$ cat config.mk
export PLATFORM = sky130hd
export DESIGN_NAME = mc_core
export DESIGN_NICKNAME = d
export VERILOG_FILES = /design/src/rtl/mc_pkg.sv /design/src/rtl/mc_sequencer.sv /design/src/rtl/mc_regfile.sv /design/src/rtl/mc_alu.sv /design/src/rtl/mc_core.sv
export SDC_FILE = /design/constraint.sdc
export NUM_CORES = 1
export LEC_CHECK = 0
export ABC_AREA = 0
export BUFFER_PORTS_ARGS = -buffer_cell sky130_fd_sc_hd__clkbuf_2
export CAP_MARGIN = 20
export CORE_UTILIZATION = 44
export DETAILED_ROUTE_END_ITERATION = 12
export GPL_ROUTABILITY_DRIVEN = 0
export GPL_TIMING_DRIVEN = 0
export HOLD_SLACK_MARGIN = 0.08
export PLACE_DENSITY = 0.59
export SLEW_MARGIN = 20
export SYNTH_ARGS = -nofsm -noshare
export SYNTH_HDL_FRONTEND = slang
export SYNTH_SLANG_ARGS = --single-unit
$ cat constraint.sdc
create_clock -name clk -period 5.1 [get_ports clk]
set_input_delay 0.255 -clock clk [delete_from_list [all_inputs] [get_ports clk]]
set_output_delay 0.255 -clock clk [all_outputs]
set_load 0.03 [all_outputs]
$ cat src/rtl/mc_pkg.sv
package mc_pkg;

  typedef enum logic [2:0] {
    OP_ADD  = 3'd0,
    OP_NOR  = 3'd1,
    OP_LW   = 3'd2,
    OP_SW   = 3'd3,
    OP_BEQ  = 3'd4,
    OP_RSV  = 3'd5,
    OP_HALT = 3'd6,
    OP_NOOP = 3'd7
  } opcode_e;

  typedef enum logic [3:0] {
    ST_FETCH,
    ST_DECODE,
    ST_EXEC,
    ST_WB_ALU,
    ST_LW_ADDR,
    ST_LW_READ,
    ST_LW_WB,
    ST_SW_ADDR,
    ST_SW_WRITE,
    ST_BR_TGT,
    ST_BR_RESOLVE,
    ST_HALT
  } step_e;

  typedef enum logic [1:0] {
    OPB_REGB,
    OPB_IMM,
    OPB_ONE,
    OPB_ZERO
  } opb_e;

  typedef enum logic {
    FN_ADD,
    FN_NOR
  } fn_e;

  typedef struct packed {
    logic ir_en;
    logic pc_en;
    logic pc_cond;
    logic opa_pc;
    opb_e opb;
    fn_e  fn;
    logic res_en;
    logic mdr_en;
    logic ab_en;
    logic rf_we;
    logic rf_dst_b;
    logic rf_from_mdr;
    logic mem_from_res;
    logic mem_we;
    logic halted;
  } ctl_t;

  localparam int OPC_LSB  = 22;
  localparam int SRCA_LSB = 19;
  localparam int SRCB_LSB = 16;
  localparam int DST_LSB  = 0;

endpackage

$ cat src/rtl/mc_sequencer.sv
module mc_sequencer
  import mc_pkg::*;
(
  input  logic    clk,
  input  logic    rst_n,
  input  opcode_e opcode,
  output step_e   step,
  output ctl_t    ctl
);

  step_e step_q;
  step_e step_d;

  function automatic step_e dispatch(input opcode_e op);
    case (op)
      OP_ADD, OP_NOR: dispatch = ST_EXEC;
      OP_LW:          dispatch = ST_LW_ADDR;
      OP_SW:          dispatch = ST_SW_ADDR;
      OP_BEQ:         dispatch = ST_BR_TGT;
      OP_HALT:        dispatch = ST_HALT;
      default:        dispatch = ST_FETCH;
    endcase
  endfunction

  always_comb begin
    step_d = step_q;
    case (step_q)
      ST_FETCH:      step_d = ST_DECODE;
      ST_DECODE:     step_d = dispatch(opcode);
      ST_EXEC:       step_d = ST_WB_ALU;
      ST_WB_ALU:     step_d = ST_FETCH;
      ST_LW_ADDR:    step_d = ST_LW_READ;
      ST_LW_READ:    step_d = ST_LW_WB;
      ST_LW_WB:      step_d = ST_FETCH;
      ST_SW_ADDR:    step_d = ST_SW_WRITE;
      ST_SW_WRITE:   step_d = ST_FETCH;
      ST_BR_TGT:     step_d = ST_BR_RESOLVE;
      ST_BR_RESOLVE: step_d = ST_FETCH;
      ST_HALT:       step_d = ST_HALT;
      default:       step_d = ST_FETCH;
    endcase
  end

  always_ff @(posedge clk or negedge rst_n) begin
    if (!rst_n) step_q <= ST_FETCH;
    else        step_q <= step_d;
  end

  always_comb begin
    ctl = '0;
    ctl.opb = OPB_REGB;
    ctl.fn  = FN_ADD;
    case (step_q)
      ST_FETCH: begin
        ctl.ir_en  = 1'b1;
        ctl.opa_pc = 1'b1;
        ctl.opb    = OPB_ONE;
        ctl.res_en = 1'b1;
      end
      ST_DECODE: begin
        ctl.pc_en = 1'b1;
        ctl.ab_en = 1'b1;
      end
      ST_EXEC: begin
        ctl.res_en = 1'b1;
        ctl.fn     = (opcode == OP_NOR) ? FN_NOR : FN_ADD;
      end
      ST_WB_ALU: ctl.rf_we = 1'b1;
      ST_LW_ADDR, ST_SW_ADDR: begin
        ctl.res_en = 1'b1;
        ctl.opb    = OPB_IMM;
      end
      ST_LW_READ: begin
        ctl.mem_from_res = 1'b1;
        ctl.mdr_en       = 1'b1;
      end
      ST_LW_WB: begin
        ctl.rf_we       = 1'b1;
        ctl.rf_dst_b    = 1'b1;
        ctl.rf_from_mdr = 1'b1;
      end
      ST_SW_WRITE: begin
        ctl.mem_from_res = 1'b1;
        ctl.mem_we       = 1'b1;
      end
      ST_BR_TGT: begin
        ctl.opa_pc = 1'b1;
        ctl.opb    = OPB_IMM;
        ctl.res_en = 1'b1;
      end
      ST_BR_RESOLVE: ctl.pc_cond = 1'b1;
      ST_HALT:       ctl.halted  = 1'b1;
      default: ;
    endcase
  end

  assign step = step_q;

endmodule

$ cat src/rtl/mc_regfile.sv
module mc_regfile #(
  parameter int NREG   = 8,
  parameter int DATA_W = 32,
  localparam int IDX_W = $clog2(NREG)
) (
  input  logic              clk,
  input  logic              rst_n,
  input  logic [IDX_W-1:0]  rd_a_idx,
  input  logic [IDX_W-1:0]  rd_b_idx,
  output logic [DATA_W-1:0] rd_a,
  output logic [DATA_W-1:0] rd_b,
  input  logic              wr_en,
  input  logic [IDX_W-1:0]  wr_idx,
  input  logic [DATA_W-1:0] wr_data
);

  logic [DATA_W-1:0] regs_q [NREG];

  always_ff @(posedge clk or negedge rst_n) begin
    if (!rst_n) begin
      for (int i = 0; i < NREG; i++) regs_q[i] <= '0;
    end else if (wr_en) begin
      regs_q[wr_idx] <= wr_data;
    end
  end

  assign rd_a = regs_q[rd_a_idx];
  assign rd_b = regs_q[rd_b_idx];

endmodule

$ cat src/rtl/mc_alu.sv
module mc_alu
  import mc_pkg::*;
#(
  parameter int DATA_W = 32
) (
  input  logic [DATA_W-1:0] opa,
  input  logic [DATA_W-1:0] opb,
  input  fn_e               fn,
  output logic [DATA_W-1:0] y
);

  always_comb begin
    case (fn)
      FN_NOR:  y = ~(opa | opb);
      default: y = opa + opb;
    endcase
  end

endmodule

$ cat src/rtl/mc_core.sv
module mc_core
  import mc_pkg::*;
#(
  parameter int DATA_W = 32,
  parameter int ADDR_W = 16,
  parameter int NREG   = 8,
  parameter int OFF_W  = 16
) (
  input  logic              clk,
  input  logic              rst_n,
  output logic [ADDR_W-1:0] mem_addr,
  output logic [DATA_W-1:0] mem_wdata,
  output logic              mem_we,
  input  logic [DATA_W-1:0] mem_rdata,
  output logic              halted
);

  localparam int IDX_W = $clog2(NREG);
  localparam int TOP_W = OPC_LSB + 3;

  logic [ADDR_W-1:0] pc_q;
  logic [DATA_W-1:0] ir_q;
  logic [DATA_W-1:0] res_q;
  logic [DATA_W-1:0] mdr_q;
  logic [DATA_W-1:0] a_q;
  logic [DATA_W-1:0] b_q;

  step_e   step_q;
  ctl_t    ctl;
  opcode_e opcode;

  logic [IDX_W-1:0]  src_a_idx;
  logic [IDX_W-1:0]  src_b_idx;
  logic [IDX_W-1:0]  dst_idx;
  logic [DATA_W-1:0] imm_ext;
  logic [DATA_W-1:0] rf_a;
  logic [DATA_W-1:0] rf_b;
  logic [DATA_W-1:0] alu_a;
  logic [DATA_W-1:0] alu_b;
  logic [DATA_W-1:0] alu_y;
  logic              pc_we;
  logic [IDX_W-1:0]  wr_idx;
  logic [DATA_W-1:0] wr_data;
  logic              unused_ir_hi;

  assign opcode    = opcode_e'(ir_q[OPC_LSB +: 3]);
  assign src_a_idx = ir_q[SRCA_LSB +: IDX_W];
  assign src_b_idx = ir_q[SRCB_LSB +: IDX_W];
  assign dst_idx   = ir_q[DST_LSB +: IDX_W];
  assign imm_ext   = {{(DATA_W-OFF_W){ir_q[OFF_W-1]}}, ir_q[OFF_W-1:0]};
  assign unused_ir_hi = ^ir_q[DATA_W-1:TOP_W];

  mc_sequencer u_seq (
    .clk    (clk),
    .rst_n  (rst_n),
    .opcode (opcode),
    .step   (step_q),
    .ctl    (ctl)
  );

  mc_regfile #(
    .NREG   (NREG),
    .DATA_W (DATA_W)
  ) u_rf (
    .clk      (clk),
    .rst_n    (rst_n),
    .rd_a_idx (src_a_idx),
    .rd_b_idx (src_b_idx),
    .rd_a     (rf_a),
    .rd_b     (rf_b),
    .wr_en    (ctl.rf_we),
    .wr_idx   (wr_idx),
    .wr_data  (wr_data)
  );

  always_comb begin
    alu_a = ctl.opa_pc ? {{(DATA_W-ADDR_W){1'b0}}, pc_q} : a_q;
    case (ctl.opb)
      OPB_IMM:  alu_b = imm_ext;
      OPB_ONE:  alu_b = {{(DATA_W-1){1'b0}}, 1'b1};
      OPB_ZERO: alu_b = '0;
      default:  alu_b = b_q;
    endcase
  end

  mc_alu #(
    .DATA_W (DATA_W)
  ) u_alu (
    .opa (alu_a),
    .opb (alu_b),
    .fn  (ctl.fn),
    .y   (alu_y)
  );

  assign pc_we   = ctl.pc_en | (ctl.pc_cond & (a_q == b_q));
  assign wr_idx  = ctl.rf_dst_b ? src_b_idx : dst_idx;
  assign wr_data = ctl.rf_from_mdr ? mdr_q : res_q;

  always_ff @(posedge clk or negedge rst_n) begin
    if (!rst_n) begin
      pc_q  <= '0;
      ir_q  <= '0;
      res_q <= '0;
      mdr_q <= '0;
      a_q   <= '0;
      b_q   <= '0;
    end else begin
      if (pc_we)      pc_q  <= res_q[ADDR_W-1:0];
      if (ctl.ir_en)  ir_q  <= mem_rdata;
      if (ctl.res_en) res_q <= alu_y;
      if (ctl.mdr_en) mdr_q <= mem_rdata;
      if (ctl.ab_en) begin
        a_q <= rf_a;
        b_q <= rf_b;
      end
    end
  end

  assign mem_addr  = ctl.mem_from_res ? res_q[ADDR_W-1:0] : pc_q;
  assign mem_wdata = b_q;
  assign mem_we    = ctl.mem_we;
  assign halted    = ctl.halted;

endmodule

# Yosys cells after proc, flatten, opt, wreduce, memory -nomap -nowiden
# Cells that the tools add are included.
# totals
regBits	429
inputBits	34
out_inout_bits	50
wordCells	87
# classes
add_sub_neg	1
order_cmp	4
eq_ne	20
muxes	31
bitwise_logic	7
n_reduce_logical	9
# ops
cell	n
$bwmux W256	1
$mux W32	8
$bmux W32 S3	2
$demux W32 S3	1
$pmux W32 S3	1
$add A32 B32 Y32	1
$eq A32 B32 Y1	1
$not A32 Y32	1
$or A32 B32 Y32	1
$pmux W4 S8	1
$pmux W4 S5	1
$eq A4 B3 Y1 const B	4
$eq A4 B4 Y1 const B	4
$mux W16	1
$ge A4 B4 Y1 const B	3
$mux W1	12
$not A3 Y4	3
$eq A4 B2 Y1 const B	2
$reduce_or A2 Y1	4
$eq A3 B2 Y1 const B	2
$eq A3 B3 Y1 const B	2
$reduce_or A5 Y1	1
$eq A2 B2 Y1 const B	2
$eq A4 B1 Y1 const B	1
12 further kinds	12

# Depth between registers and ports, before layout
# Gate-level depths: netlist of run 1.
# depth
ltp_word	9
ltp_mapped	17

# Modules after synthesis
# A second synthesis of run 1 with hierarchy kept.
# unflattened
cells_unflattened	1799
hier_area_um2	24735.0
# by_module_without_submodules
module	instances	cells_per_inst	area_each_um2	seq_area_each_um2
mc_regfile	1	779	13706.9	6406.1
mc_core	1	550	7891.3	4229.1
mc_alu	1	414	2680.1	0.0
mc_sequencer	1	56	456.7	100.1

# Worst setup path after synthesis of run 1
# OpenSTA, ideal clock, no wires.
# synth_path
path_type	register -> register
from	register u_seq.step_q[0] (netlist: u_seq.step[0])
to	register res_q[20]
setup_time_ns	0.077
arrival_ns	3.709
required_ns	5.023
slack_ns	1.314
stages_incl_launch_ff	16
n_path_buf	3
cell_sequence	dfrtp_1 buf_2 xor2_1 or3_1 clkbuf_1 clkbuf_1 mux2_1 ha_1 fa_1 a21oi_1 o21ai_2 a21oi_1 nor4_1 o31ai_1 mux2_2 a21oi_1
# synth_between
elab_chain_len	8
word_cells_on_any_way	21
# synth_lines
element	line_no	source
from (decl)	mc_sequencer.sv:11	step_e step_q;
from (signal assigned)	mc_sequencer.sv:46	else step_q <= step_d;
branches (longest 8 deep; another with $add A32 B32 Y32)	-	
to (signal assigned)	mc_core.sv:110	if (ctl.res_en) res_q <= alu_y;
to (decl)	mc_core.sv:23	logic [DATA_W-1:0] res_q;
# Several ways; the timed one is not identified.
# A chain may end at the register's enable or synchronous reset.

# Worst setup path in the final report of run 1
# layout_path
from	register u_seq.step_q[3] (netlist: u_seq.step[3])
to	register res_q[28]
# Same word-level chain as after synthesis.

==> results of run 1 <==
## metrics by stage
stage / utilization [%] / worst slack, ps / TNS, ps / instance area (sq um) / cells
2_1_floorplan: - / 1310 / 0 / 23200 / 2254
3_3_place_gp: 47.3 / -5990 / -2537800 / 24500 / 3017
3_5_place_dp: 47.6 / 91.2 / 0 / 24600 / 3022
4_1_cts: 51.4 / 59.2 / 0 / 26600 / 3138
5_1_grt: 51.5 / 100 / 0 / 26700 / 3145
6_report: 51.5 / 291 / 0 / 26700 / 3145
## layer usage
layer	up-vias	global-route usage [%]	share of wire, %
met5	-	0	0.016
li1	8308	-	-
met4	2	10.1	3.2
met2	777	45.2	47
met3	119	4.02	7.4
met1	9566	40.3	43
## kinds of logic after synthesis
family / synth area share [%]
compound gates: 12.0
xor+xnor: 2.07
fa+ha+maj: 3.48
buf+inv: 3.90
flops: 46.2
mux: 20.1
simple gates: 12.3
## cell type report
type / count / area, sq um / share of cell area (%)
multi-input cells: 1602 / 11600 / 43.5
flip-flops and latches: 429 / 10700 / 40.3
clock buffers: 66 / 1350 / 5.06
repair buffers: 128 / 957 / 3.59
well taps: 680 / 851 / 3.19
plain buffers: 152 / 639 / 2.40
clock inverters: 17 / 267 / 1.00
inverters: 71 / 267 / 1.00
## cells in the final DEF, fill, tap and decap left out, drive strengths merged, types with 5 or more instances in the layout
cell type / count
nand2b: 6
mux2: 82
nor4: 10
o21a: 19
o21ai: 160
ha: 63
mux4: 128
a21oi: 220
nor3: 13
nand4: 16
mux2i: 85
nand3: 13
xnor2: 36
buf: 71
o22ai: 16
a31oi: 46
nor2: 271
dfrtp: 429
inv: 72
clkinv: 8
xor2: 19
dlygate4sd3: 33
nand2: 319
bufinv: 6
clkbuf: 242
or3: 5
o31ai: 6
nor2b: 5
and2: 17
## timing repair
| action | 4_1_cts | 5_1_grt |
|---|---|---|
| hold buffers | 33 | 0 |
| setup endpoints to repair | 0 | 3 |
| resized for setup | 0 | 3 |
| hold endpoints to repair | 169 | 0 |
| buffers inserted | 0 | 6 |
## registers in the layout (all words and copies together), names as in the netlist
| signal | cells |
|---|---|
| mdr_q | 32 |
| pc_q | 16 |
| u_seq.step | 4 |
| ir_q | 25 |
| u_rf.regs_q | 256 |
| mem_wdata | 32 |
| a_q | 32 |
| res_q | 32 |
## worst max-delay path, delay by kind of cell (launching register included)
family          cells  cell delay, ps
compound gates      5            1370
xor+xnor            1             170
fa+ha+maj           2             720
buf+inv             3            1100
flops               1             420
mux                 1             390
simple gates        3             520
## how the worst min path moves through the flow
stage / startpoint / endpoint / slack [ps] / depth (start not counted)
after floorplan: rst_n / a_q[0] / -40 / 0
after global placement: ir_q[14] / ir_q[14] / 460 / 2
after detailed placement: rst_n / u_rf.regs_q[168] / 260 / 1
after CTS: rst_n / u_rf.regs_q[168] / 200 / 2
after global routing: rst_n / u_rf.regs_q[168] / 230 / 2
final: rst_n / u_rf.regs_q[199] / 200 / 2
==> impl_metrics.toml, run 1 <==
[timing]
max_clock_freq_ghz = 0.208
hold_violations = 0
hold_ws_ps = 196
finalClockSkew_ps = 19.5
relSlewSlack_pct = 20.1
setup_violations = 0
rsz0062_at_grt = "no"
finalMaxSlewViolations = 0
period_minus_slack_ps = 4810
tightest_slew_ps = 1170
finalCritPeriodShare_pct = 94.3

[synthesis]
yosys-top-cells-count = "dfrtp_1, nand2_1, nor2_1"
synth-edff-count = 0
synth.largest_area_cell = "dfrtp_1"
syn-cell-area_sq_um = 23200
seq_area_frac_synth_pct = 46.2
synth_cell_types = 68
postSynthCellCount = 2254
synth_area_leaders = "dfrtp_1, mux4_2, nand2_1"
avgSynthCellArea_sq_um = 10.3
yosysWarnings = 0
async_flop_share_pct = 100
synthesis.nets = 2352
synth_most_common_cell = "dfrtp_1"
ys_ff_latch = 429
synth_ff_type = "dfrtp_1"
yosysTopAreaCellShare_pct = 46.2

[cts]
clk_latency_ps = 600
cts_max_level = 2
clock_sinks = 429
cts_buffers = 47
cts_tree = "yes"
cts-root-buf = "clkbuf_16"
path_clk_slew_ps = 60
clockBufferDepth = 3

[final_layout]
fillerInstances = 4673
fin_nets = 2529
layout-drive-gt1-share_pct = 17.3
antenna_cells = 0
area_delta_synth_final_pct = 14.8

[worst_setup_path]
crit_path_max_incr_delay_ps = 480
crit_start = "u_seq.step[3]"
cpMaxStageDelayCell = "fa_1"
rr_worst_depth = 15
path_class = "reg2reg"
start_kind = "register"
end_kind = "register"
crit_fanout = 10
r2r-end = "res_q[28]"
crit_chain = "clkbuf_1 -> xor2_1 -> or3_1 -> clkbuf_1 -> clkbuf_2 -> mux2_1 -> ha_1 -> fa_1 -> a21oi_1 -> o21ai_2 -> a21oi_1 -> o31ai_1 -> a21oi_2 -> nor4b_1 -> nor3_1"
ff2ff_setup_slack_ps = 290
crit_required_ps = 5570
cp.arrival_ps = 5270
reg2reg_from = "u_seq.step[3]"
endpoint = "res_q[28]"

[floorplanning]
core_sq_um = 51700
dieArea_sq_um = 53700
placementRows = 83
start_util_pct = 44.9
die_y_microns = 232
die_w_microns = 232
ioPinCount = 84

[placed_design]
dp_hpwl_mm = 55.2
port_buffers = 83

[global_routing]
grt_pass1_vias = 18800
grt_antenna_before_repair = 1
grt_start_max_net_pins = 89
grt_util_all_layers_pct = 28.6
grt_pass1_wl_mm = 115
overflow = 0

[run]
maxCapViolations = 0

[status]
outcome = "complete, no violations"

[routing]
viasPerCell = 5.97
vias = 18800
dr.pass1.iters = 5
routedWlPerCell_microns = 24.0
drc = 0
first_iter_violations = 1867
final_antenna_net_count = 0
wirelength_mm = 75.5

[min_path]
holdCritPathClass = "in2async"
Power of run 1 is left out: the tool's default activity adds up to more than one toggle a clock period on the data nets, which glitch-free logic cannot reach.
==> run 2, diff against run 1 <==
- BUFFER_PORTS_ARGS: -buffer_cell sky130_fd_sc_hd__clkbuf_2 -> -buffer_cell sky130_fd_sc_hd__buf_2
- MAX_ROUTING_LAYER: unset -> met4
==> impl_metrics.toml, run 2 (synthesis results as in run 1) <==
[timing]
rsz0062_at_grt = "no"
finalClockSkew_ps = 18.8
finalMaxSlewViolations = 0
period_minus_slack_ps = 4860
tightest_slew_ps = 1180
finalCritPeriodShare_pct = 95.3
relSlewSlack_pct = 18.8
hold_violations = 0
setup_violations = 0
max_clock_freq_ghz = 0.206

[routing]
dr.pass1.iters = 6
first_iter_violations = 2087
vias = 18700
routedWlPerCell_microns = 23.9
drc = 0
final_antenna_net_count = 0
wirelength_mm = 75.4
viasPerCell = 5.93

[cts]
clockBufferDepth = 3
cts_buffers = 47
cts_tree = "yes"
clk_latency_ps = 610
path_clk_slew_ps = 70
cts-root-buf = "clkbuf_16"
clock_sinks = 429
cts_max_level = 2

[final_layout]
fillerInstances = 4658
design_area_sq_um = 26600
fin_nets = 2529
multi_input_area_sq_um = 11600
final_common_cell = "dfrtp_1"
antenna_cells = 0
top_register = "u_rf.regs_q"
area_delta_synth_final_pct = 14.6
mostFrequentLayoutCells = "dfrtp_1, nand2_1, nor2_1"
layout-drive-gt1-share_pct = 17.4
largest_reg_flops = 256
regArea_sq_um = 10700

[status]
outcome = "complete, no violations"

[floorplanning]
placementRows = 83
die_y_microns = 232
die_w_microns = 232
start_util_pct = 44.9
dieArea_sq_um = 53700
ioPinCount = 84
core_sq_um = 51700

[worst_setup_path]
crit_fanout = 10
cpMaxStageDelayCell = "fa_1"
crit_top_cell = "a21oi_1"
crit_chain = "buf_2 -> nand2b_1 -> o22ai_2 -> a21oi_4 -> buf_12 -> buf_4 -> mux2i_1 -> nand2_1 -> ha_1 -> fa_1 -> a21oi_1 -> o21ai_2 -> a21oi_1 -> o31ai_1 -> a21oi_2 -> nor4b_1 -> nor3_1"
start_kind = "register"
path_class = "reg2reg"
crit_required_ps = 5570
critPathTopFamily = "compound AO/OA/AOI/OAI gates"
cp.arrival_ps = 5330
crit_path_max_incr_delay_ps = 480
critical_path_buf_inv_count = 3
end_kind = "register"

[placed_design]
port_buffers = 83
place_area_sq_um = 24600
dp_hpwl_mm = 55.3

[global_routing]
grt_start_max_net_pins = 98
grt_pass1_vias = 18800
grt_pass1_wl_mm = 115
overflow = 0
grt_util_all_layers_pct = 29.4
grt_antenna_before_repair = 0

[run]
maxCapViolations = 0

[min_path]
holdCritPathClass = "in2async"
==> run 2: cell types whose count changed in the layout (fill, tap and decap cells not counted) <==
cell / previous run / this run
clkinvlp_4: 2 / 1
buf_2: 41 / 123
mux2i_1: 84 / 83
buf_8: 0 / 1
clkbuf_2: 84 / 2
mux2i_2: 1 / 2
clkinv_4: 2 / 1
clkinv_2: 4 / 8
dlygate4sd3_1: 33 / 34
buf_4: 10 / 9
bufinv_16: 6 / 1
clkbuf_8: 9 / 14
==> run 2: worst paths after layout <==
check	from	end	slack, ps	depth (start not counted)
max	u_seq.step[2]	res_q[28]	240	17
min	rst_n	u_rf.regs_q[136]	240	3
max reg2reg	u_seq.step[2]	res_q[28]	240	17
min reg2reg	ir_q[14]	ir_q[14]	470	2
max in group asynchronous	rst_n	res_q[28]	3620	5
min in group clk	mem_rdata[3]	ir_q[3]	390	4
==> run 2: worst reg2reg max path: stages, from the launching register on <==
cell,delay (ps)
dfrtp_1,430
buf_2,250
nand2b_1,350
o22ai_2,210
a21oi_4,190
buf_12,150
buf_4,260
mux2i_1,250
nand2_1,120
ha_1,270
fa_1,480
a21oi_1,240
o21ai_2,130
a21oi_1,380
o31ai_1,260
a21oi_2,350
nor4b_1,310
nor3_1,110
==> run 2: metal layers <==
layer  vias up  GRT usage, %  wire length [microns]
met2       742          45.1                  35000
met1      9443          40.2                  32600
met3       159          4.11                   5300
met4         0          10.1                   2400
met5         -             -                      0
li1       8310             -                      -
==> run 2: layout make-up <==
| cell class | count | share of cell area [%] |
|---|---|---|
| sequential | 429 | 40.4 |
| buffer | 152 | 2.40 |
| timing repair buffer | 128 | 3.61 |
| clock buffer | 72 | 5.38 |
| tap | 680 | 3.20 |
| inverter | 71 | 1.00 |
| clock inverter | 14 | 0.452 |
| multi-input combinational | 1602 | 43.6 |
==> run 2: metrics by stage <==
stage          setup slack, ps  setup TNS [ps]  hold slack (ps)  cells  util, %
2_1_floorplan             1310               0            -40.6   2254        -
3_3_place_gp             -4890        -2071550              458   3017     47.3
3_5_place_dp              21.4               0             67.5   3022     47.6
4_1_cts                   39.3               0              278   3142     51.3
5_1_grt                    121               0              317   3148     51.4
6_report                   239               0              243   3148     51.4
==> run 2: timing repair <==
item / in CTS / in global routing
hold buffers: 34 / 0
setup endpoints to repair: 1 / 2
setup buffers: 0 / 6
resized for setup: 1 / 1
hold endpoints to repair: 163 / 0
Power of run 2 is left out for the same reason.
==> run 3, diff against run 2 <==
- CORE_UTILIZATION: 44 -> 45
- PLACE_DENSITY: 0.59 -> 0.6
==> impl_metrics.toml, run 3 (synthesis results as in run 1) <==
[routing]
vias = 18700
final_antenna_net_count = 0
first_iter_violations = 1880
dr.pass1.iters = 5
viasPerCell = 5.98
routedWlPerCell_microns = 23.9
drc = 0
wirelength_mm = 74.7

[floorplanning]
core_sq_um = 50600
ioPinCount = 84
start_util_pct = 45.9
dieArea_sq_um = 52500
die_w_microns = 229
placementRows = 82
die_y_microns = 229

[worst_setup_path]
end_kind = "register"
crit_fanout = 10
path_class = "reg2reg"
cp.arrival_ps = 5220
crit_required_ps = 5560
start_kind = "register"
ff2ff_setup_slack_ps = 340

[cts]
clk_latency_ps = 600
cts_max_level = 2
clockBufferDepth = 3
path_clk_slew_ps = 60
clock_sinks = 429
cts_buffers = 48
postCtsSetupBuffers = 0
cts-root-buf = "clkbuf_16"
cts_tree = "yes"

[timing]
relSlewSlack_pct = 20.0
finalCritPeriodShare_pct = 93.3
rsz0062_at_grt = "no"
hold_violations = 0
tightest_slew_ps = 1170
finalMaxSlewViolations = 0
max_clock_freq_ghz = 0.210
period_minus_slack_ps = 4760
setup_violations = 0
finalClockSkew_ps = 14.9

[placed_design]
port_buffers = 83
dp_hpwl_mm = 55.1
place_inst = 3015

[final_layout]
final_common_cell = "dfrtp_1"
antenna_cells = 0
area_delta_synth_final_pct = 14.5
fillerInstances = 4495
layout-drive-gt1-share_pct = 17.2
largest_reg_flops = 256
final_cells = 3132
mostFrequentLayoutCells = "dfrtp_1, nand2_1, nor2_1"
top_register = "u_rf.regs_q"
fin_nets = 2524

[status]
outcome = "complete, no violations"

[global_routing]
grt_antenna_before_repair = 0
grt_util_all_layers_pct = 30.0
grt_pass1_vias = 18800
grt_start_max_net_pins = 103
overflow = 0
grt_pass1_wl_mm = 116

[min_path]
holdCritPathClass = "in2async"

[run]
maxCapViolations = 0
==> run 3: cell types whose count changed in the layout (fill, tap and decap cells not counted), sizes merged <==
cell,delta
clkinv,-3
inv,+1
clkbuf,-4
buf,-5
dlygate4sd3,-1
bufinv,+4
==> run 3: layer usage <==
metal,global-route usage (%),wire (microns)
met4,8.52,1840
met2,46.0,35000
met3,4.47,5910
met1,41.4,32000
met5,-,0
==> run 3: final cells by class <==
| class | instances | area [sq um] | area share, % |
|---|---|---|---|
| flip-flops and latches | 429 | 10700 | 40.4 |
| multi-input cells | 1602 | 11600 | 43.6 |
| well taps | 672 | 841 | 3.16 |
| clock inverters | 16 | 226 | 0.852 |
| plain buffers | 152 | 639 | 2.40 |
| clock buffers | 68 | 1380 | 5.18 |
| repair buffers | 122 | 898 | 3.38 |
| inverters | 71 | 267 | 1.00 |
==> run 3: path summary, 6_finish.rpt <==
path                               startpoint          endpoint  cells after the start
worst max-delay path            u_seq.step[3]         res_q[24]                     15
worst min-delay path                    rst_n  u_rf.regs_q[136]                      2
worst max register to register  u_seq.step[3]         res_q[24]                     15
worst min register to register       ir_q[14]          ir_q[14]                      2
max in group asynchronous               rst_n     u_seq.step[0]                      5
min in group clk                 mem_rdata[8]           ir_q[8]                      4
==> run 3: what timing repair did <==
| item | CTS | global route |
|---|---|---|
| gates resized for setup | 1 | 2 |
| endpoints found under the setup margin | 2 | 3 |
| gates cloned | 0 | 0 |
| hold endpoints to repair | 176 | 0 |
| hold buffers | 33 | 0 |
==> run 3: critical path, stage by stage, from the launching register on <==
cell and delay, ps:
dfrtp_1 420, clkbuf_1 400, xor2_1 180, or3_1 120, clkbuf_1 390, clkbuf_2 390, mux2_1 390, ha_1 240
fa_1 480, a21oi_1 250, o21ai_2 120, a21oi_2 280, o31ai_1 210, a21oi_2 350, nor4b_1 300, nor3_1 90
==> run 3: metrics by stage <==
step | worst slack [ps] | setup TNS, ps | cell area [sq um] | hold slack (ps) | utilization, %
floorplan | 1310 | 0 | 23200 | -40.6 | -
global placement | -4900 | -2082590 | 24500 | 460 | 48.4
detailed placement | 10.5 | 0 | 24600 | 171 | 48.7
CTS | 151 | 0 | 26600 | 130 | 52.5
global route | 45.1 | 0 | 26600 | 162 | 52.6
finish | 340 | 0 | 26600 | 129 | 52.6
Power of run 3 is left out for the same reason.
